$ cat src/rtl/rdgate_pkg.sv
package rdgate_pkg;
  typedef enum logic [1:0] {
    ST_IDLE,
    ST_SETTLE,
    ST_PROBE,
    ST_JUDGE
  } rg_state_e;
endpackage

$ cat src/rtl/rdgate_settle.sv
module rdgate_settle #(
  parameter int SETTLE = 4,
  localparam int CW = (SETTLE > 1) ? $clog2(SETTLE) : 1
) (
  input  logic clk,
  input  logic rst,
  input  logic load,
  output logic expired
);
  logic [CW-1:0] cnt;

  always_ff @(posedge clk) begin
    if (rst)              cnt <= '0;
    else if (load)        cnt <= CW'(SETTLE - 1);
    else if (cnt != '0)   cnt <= cnt - CW'(1);
  end

  assign expired = (cnt == '0);
endmodule

$ cat src/rtl/rdgate_burst.sv
module rdgate_burst #(
  parameter int READS = 8,
  localparam int RD_W = $clog2(READS + 1)
) (
  input  logic clk,
  input  logic rst,
  input  logic go,
  input  logic ack,
  output logic req,
  output logic all_sent
);
  logic [RD_W-1:0] sent;
  logic            gap_q;

  always_ff @(posedge clk) begin
    if (rst) begin
      req   <= 1'b0;
      gap_q <= 1'b0;
      sent  <= '0;
    end else if (go) begin
      req   <= 1'b1;
      gap_q <= 1'b0;
      sent  <= '0;
    end else if (req && ack) begin
      req   <= 1'b0;
      sent  <= sent + RD_W'(1);
      gap_q <= (sent != RD_W'(READS - 1));
    end else if (gap_q) begin
      gap_q <= 1'b0;
      req   <= 1'b1;
    end
  end

  assign all_sent = (sent == RD_W'(READS));

  // a request is held until accepted
  p_req_hold_r2: assert property (@(posedge clk) disable iff (rst)
    req && !ack |=> req);
  // one idle cycle after an accepted read when more remain
  p_ack_gap_r2: assert property (@(posedge clk) disable iff (rst)
    req && ack && (sent != RD_W'(READS - 1)) |=> !req ##1 req);
endmodule

$ cat src/rtl/rdgate_score.sv
module rdgate_score #(
  parameter int READS = 8,
  localparam int RD_W = $clog2(READS + 1)
) (
  input  logic clk,
  input  logic rst,
  input  logic clr,
  input  logic vld,
  input  logic hit,
  output logic seen_all,
  output logic all_hit
);
  logic [RD_W-1:0] cnt;
  logic            miss;

  always_ff @(posedge clk) begin
    if (rst || clr) begin
      cnt  <= '0;
      miss <= 1'b0;
    end else if (vld && (cnt != RD_W'(READS))) begin
      cnt <= cnt + RD_W'(1);
      if (!hit) miss <= 1'b1;
    end
  end

  assign seen_all = (cnt == RD_W'(READS));
  assign all_hit  = !miss;

  // no more verdicts than reads in one probe
  p_no_overflow_r3: assert property (@(posedge clk) disable iff (rst)
    vld |-> (cnt != RD_W'(READS)));
endmodule

$ cat src/rtl/rdgate_trainer.sv
module rdgate_trainer
  import rdgate_pkg::*;
#(
  parameter int NUM_GROUPS = 4,
  parameter int DLY_W      = 5,
  parameter int LAT_W      = 4,
  parameter int LAT_MAX    = 15,
  parameter int READS      = 8,
  parameter int SETTLE     = 4,
  localparam int GRP_W     = (NUM_GROUPS > 1) ? $clog2(NUM_GROUPS) : 1
) (
  input  logic                        clk,
  input  logic                        rst,
  input  logic                        start,
  output logic                        rd_req,
  input  logic                        rd_ack,
  input  logic                        rd_resp_vld,
  input  logic                        rd_resp_hit,
  output logic [GRP_W-1:0]            grp_sel,
  output logic [DLY_W-1:0]            dly_code,
  output logic [LAT_W-1:0]            lat_cnt,
  output logic [NUM_GROUPS*DLY_W-1:0] res_dly,
  output logic [NUM_GROUPS*LAT_W-1:0] res_lat,
  output logic                        done,
  output logic                        fail
);
  localparam logic [DLY_W-1:0] DLY_TOP = {DLY_W{1'b1}};
  localparam logic [LAT_W-1:0] LAT_TOP = LAT_W'(LAT_MAX);
  localparam logic [GRP_W-1:0] GRP_TOP = GRP_W'(NUM_GROUPS - 1);

  rg_state_e        state;
  logic [GRP_W-1:0] grp_q;
  logic [DLY_W-1:0] dly_q;
  logic [LAT_W-1:0] lat_q;
  logic             done_q, fail_q;
  logic [DLY_W-1:0] r_dly [NUM_GROUPS];
  logic [LAT_W-1:0] r_lat [NUM_GROUPS];

  logic tmr_load, tmr_expired, go, all_sent, seen_all, all_hit;
  logic last_grp, dly_top, lat_top;

  assign last_grp = (grp_q == GRP_TOP);
  assign dly_top  = (dly_q == DLY_TOP);
  assign lat_top  = (lat_q == LAT_TOP);
  assign go       = (state == ST_SETTLE) && tmr_expired;
  assign tmr_load = ((state == ST_IDLE) && start) ||
                    ((state == ST_JUDGE) &&
                     (all_hit ? !last_grp : !(dly_top && lat_top)));

  rdgate_settle #(.SETTLE(SETTLE)) u_settle (
    .clk(clk), .rst(rst), .load(tmr_load), .expired(tmr_expired)
  );

  rdgate_burst #(.READS(READS)) u_burst (
    .clk(clk), .rst(rst), .go(go), .ack(rd_ack),
    .req(rd_req), .all_sent(all_sent)
  );

  rdgate_score #(.READS(READS)) u_score (
    .clk(clk), .rst(rst), .clr(go), .vld(rd_resp_vld), .hit(rd_resp_hit),
    .seen_all(seen_all), .all_hit(all_hit)
  );

  always_ff @(posedge clk) begin
    if (rst) begin
      state  <= ST_IDLE;
      grp_q  <= '0;
      dly_q  <= '0;
      lat_q  <= '0;
      done_q <= 1'b0;
      fail_q <= 1'b0;
      for (int i = 0; i < NUM_GROUPS; i++) begin
        r_dly[i] <= '0;
        r_lat[i] <= '0;
      end
    end else begin
      done_q <= 1'b0;
      case (state)
        ST_IDLE: if (start) begin
          state  <= ST_SETTLE;
          grp_q  <= '0;
          dly_q  <= '0;
          lat_q  <= '0;
          fail_q <= 1'b0;
          for (int i = 0; i < NUM_GROUPS; i++) begin
            r_dly[i] <= '0;
            r_lat[i] <= '0;
          end
        end
        ST_SETTLE: if (tmr_expired) state <= ST_PROBE;
        ST_PROBE:  if (seen_all && all_sent) state <= ST_JUDGE;
        ST_JUDGE: begin
          if (all_hit) begin
            r_dly[grp_q] <= dly_q;
            r_lat[grp_q] <= lat_q;
            if (last_grp) begin
              state  <= ST_IDLE;
              done_q <= 1'b1;
            end else begin
              grp_q <= grp_q + GRP_W'(1);
              dly_q <= '0;
              lat_q <= '0;
              state <= ST_SETTLE;
            end
          end else if (!dly_top) begin
            dly_q <= dly_q + DLY_W'(1);
            state <= ST_SETTLE;
          end else if (!lat_top) begin
            lat_q <= lat_q + LAT_W'(1);
            dly_q <= '0;
            state <= ST_SETTLE;
          end else begin
            fail_q <= 1'b1;
            state  <= ST_IDLE;
          end
        end
        default: state <= ST_IDLE;
      endcase
    end
  end

  for (genvar g = 0; g < NUM_GROUPS; g++) begin : g_pack
    assign res_dly[g*DLY_W +: DLY_W] = r_dly[g];
    assign res_lat[g*LAT_W +: LAT_W] = r_lat[g];
  end

  assign grp_sel  = grp_q;
  assign dly_code = dly_q;
  assign lat_cnt  = lat_q;
  assign done     = done_q;
  assign fail     = fail_q;

  // the setting holds whenever a read is requested
  p_setting_stable_r3: assert property (@(posedge clk) disable iff (rst)
    rd_req |-> ($stable(dly_code) && $stable(lat_cnt) && $stable(grp_sel)));
  // coarse latency stays within its ceiling
  p_lat_bound_r6: assert property (@(posedge clk) disable iff (rst)
    lat_cnt <= LAT_TOP);
  // done lasts one cycle
  p_done_pulse_r9: assert property (@(posedge clk) disable iff (rst)
    done |=> !done);
  // a failed run is silent
  p_fail_quiet_r10: assert property (@(posedge clk) disable iff (rst)
    fail |-> (!rd_req && !done));
endmodule

$ cat config.mk
export PLATFORM = sky130hd
export DESIGN_NAME = rdgate_trainer
export DESIGN_NICKNAME = d
export VERILOG_FILES = /design/src/rtl/rdgate_pkg.sv /design/src/rtl/rdgate_settle.sv /design/src/rtl/rdgate_burst.sv /design/src/rtl/rdgate_score.sv /design/src/rtl/rdgate_trainer.sv
export SDC_FILE = /design/constraint.sdc
export NUM_CORES = 1
export LEC_CHECK = 0
export ABC_AREA = 0
export CAP_MARGIN = 10
export CORE_ASPECT_RATIO = 1.25
export CORE_MARGIN = 2
export CORE_UTILIZATION = 46
export CTS_CLUSTER_DIAMETER = 100
export DETAILED_ROUTE_END_ITERATION = 7
export PLACE_DENSITY = 0.75
export SYNTH_ARGS = -nofsm -noshare
export SYNTH_HDL_FRONTEND = slang
export SYNTH_HIERARCHICAL = 1
export SYNTH_SLANG_ARGS = --single-unit
$ cat constraint.sdc
create_clock -name clk -period 2.01 [get_ports clk]
set_input_delay 0.402 -clock clk [delete_from_list [all_inputs] [get_ports clk]]
set_output_delay 0.402 -clock clk [all_outputs]
set_load 0.02 [all_outputs]
==> results.yml <==
setup_path:
  cp.required_ns: 2.27
  slowest_stage: "or4_4"
  cp_common_cell: "ha_4"
  cp.buffers_inverters: 0
  slowest_delay_ns: 0.48
  worst-path-max-fanout: 3
  critical_path.cell_chain: "ha_4 -> and3_4 -> ha_4 -> and4_4 -> a211o_4 -> or4_4 -> a21oi_2"
  startpoint_type: "register"
  timing_worst_setup_path_type: "reg2reg"
  arrival_ns: 2.30
  crit_family: "simple AND/OR/NAND/NOR gates"
  end_kind: "register"
synthesis:
  synth_edf_count: 36
  synth_ff_type: "edfxtp_1"
  syn_area_sq_um: 2912
  synth_cell_types: 44
  synthAdderAreaFrac_pct: 7.306
  synth-seq-area-share_pct: 56.38
  synth_top_family_by_area: "simple AND/OR/NAND/NOR gates"
  yosysTopAreaCellShare_pct: 37.13
  yosysWarnings: 6
  synth_area_leaders: "edfxtp_1, dfxtp_1, and3_1, ha_1, nand2_1"
  synthSimpleGateAreaFrac_pct: 20.97
  synthCells: 261
  synth_top_area_cell: "edfxtp_1"
  synth_compound_area_share_pct: 6.962
  synth_nets: 284
  synthArstFlopShare_pct: 0
  ys_ff_latch: 64
  avgSynthCellArea_sq_um: 11.16
  synth_xor_xnor_area_share_pct: 1.504
  synth_mux_area_share_pct: 3.266
finish:
  design_area_sq_um: 4080
  final_cell_mix: "clkdlybuf4s50_1, and3_1, edfxtp_1, dfxtp_1, buf_4"
  fin_util_pct: 66.17
  final_common_cell: "clkdlybuf4s50_1"
  drive_gt1_share_pct: 18.70
  area_growth_pct: 40.14
  antenna_cells: 0
  final_net_count: 371
  fin_cells: 438
placement:
  placed_cell_area_sq_um: 3834
  dp_slack_ns: -0.08202
  gp_congestion: 0.8468
  port_buffers: 55
  hpwl_um: 4453
  dp_cells: 420
clocking:
  cts_hold_buf: 0
  clock_sinks: 64
  numCtsBuffers: 9
  cts_tree: "built"
  clk_pin_slew_ns: 0.07
  cts_root_buf: "clkbuf_8"
  cts_max_level: 3
  clk_latency_ns: 0.33
  cts_max_path_buffers: 2
status:
  status: "finished, violations left"
  violations: "setup timing"
detailed_routing:
  avgViaCountPerCell: 5.091
  drtAntennaViolNets: 0
  drtIter0Drc: 116
  num_vias: 2230
  totalWireLength_um: 6026
  drt-met1-wl_um: 2539
  wl_per_cell_um: 13.76
  topRoutingLayerUsed: "met4"
  wl_met3_um: 373
  wl_met2_um: 3053
  route.detailed.drc: 0
  first_pass_iters: 5
sta:
  hold_ws_ns: 0.4754
  tightest_slew_ns: 0.4178
  tns_ns: -0.03622
  drv_slew: 0
  timing.final.crit_share_pct: 101.8
  period_needed_ns: 2.046
  fmax_mhz: 488.7
  rsz0062_at_grt: "true"
  finalWorstSetupSlack_ns: -0.03622
  hold_viol_final: 0
  skew_ns: 0.008587
  slew_headroom_pct: 72.14
  setup_viol: 1
power_and_ir_drop:
  power_density_nw_per_um2: 1044
  finalPower_mw: 4.258
  peakVddDrop_mv: 0.7694
  p_leak_nw: 1.733
floorplan:
  io_pins: 56
  coreArea_sq_um: 6166
  row_count: 32
  dieHeight_um: 92.95
  die_area_sq_um: 6986
  fp.dieW_um: 75.16
  initial_utilization_pct: 47.22
grt:
  grt_max_degree: 20
  antenna_found_initial: 0
  grt_use_total_pct: 18.67
  gr-total-overflow: 0
  grt_pass1_wl_um: 9929
  grt_pass1_vias: 2181
job:
  cap_violations: 0
worst_hold_path:
  hp-class: "reg2reg"
==> state kept, by name, indices dropped and copies added (netlist names) <==
name           count
r_lat             16
u_burst/gap_q      1
u_burst/sent       4
grp_sel            2
fail               1
u_settle/cnt       2
r_dly             20
u_score/miss       1
lat_cnt            4
done               1
u_burst/req        1
u_score/cnt        4
dly_code           5
state              2
==> routing by layer <==
layer | track usage, % | vias to the layer above
li1 | - | 1111
met1 | 22.99 | 1031
met2 | 30.92 | 81
met3 | 5.658 | 7
met4 | 5.848 | 0
met5 | 0 | -
==> final cells by class <==
class | instances | area [sq um]
fillers | 514 | 2086
flip-flops and latches | 64 | 1649
multi-input cells | 170 | 1252
repair buffers | 83 | 798.3
clock buffers | 10 | 137.6
well taps | 85 | 106.4
inverters | 20 | 77.57
clock inverters | 6 | 58.81
==> repair_timing <==
action,CTS,global route
endpoints found under the hold margin,0,0
endpoints found under the setup margin,3,5
gates resized for setup,0,8
buffers inserted,1,1
pin swaps,3,2
==> report_power, final <==
part           internal (mW)  total, mW  switching [mW]
Clock                  0.597       1.07           0.470
Sequential              1.63       1.73          0.0980
Combinational          0.703       1.46           0.758
Total                   2.93       4.26            1.33
==> synthesized netlist by cell type, drive strengths merged (2+ instances only) <==
master  instances
and3           39
edfxtp         36
dfxtp          28
inv            20
nand2          20
ha             17
nor2           12
a21oi           9
nand3           9
mux2i           8
o21ai           8
clkbuf          6
nor3            6
or3             5
a21boi          3
xor2            3
and2            2
nand2b          2
nand4           2
nor2b           2
nor3b           2
or2             2
or4             2
xnor2           2
==> final timing paths <==
check | from | end | slack [ns] | cells after the start
setup reg to reg | dly_code[1] | dly_code[3] | -0.04 | 7
hold reg to reg | u_score/miss | u_score/miss | 0.48 | 1
hold / removal | u_score/miss | u_score/miss | 0.48 | 1
setup / recovery | dly_code[1] | dly_code[3] | -0.04 | 7
==> kinds of logic after synthesis <==
kind of cell,Yosys count
adders and majority gates,17
muxes,9
and+or+nand+nor,109
AOI/OAI and AO/OA,30
buffers and inverters,27
xor gates and xnor gates,5
DFF,64
Note: power is estimated with default switching activity, not from simulation.
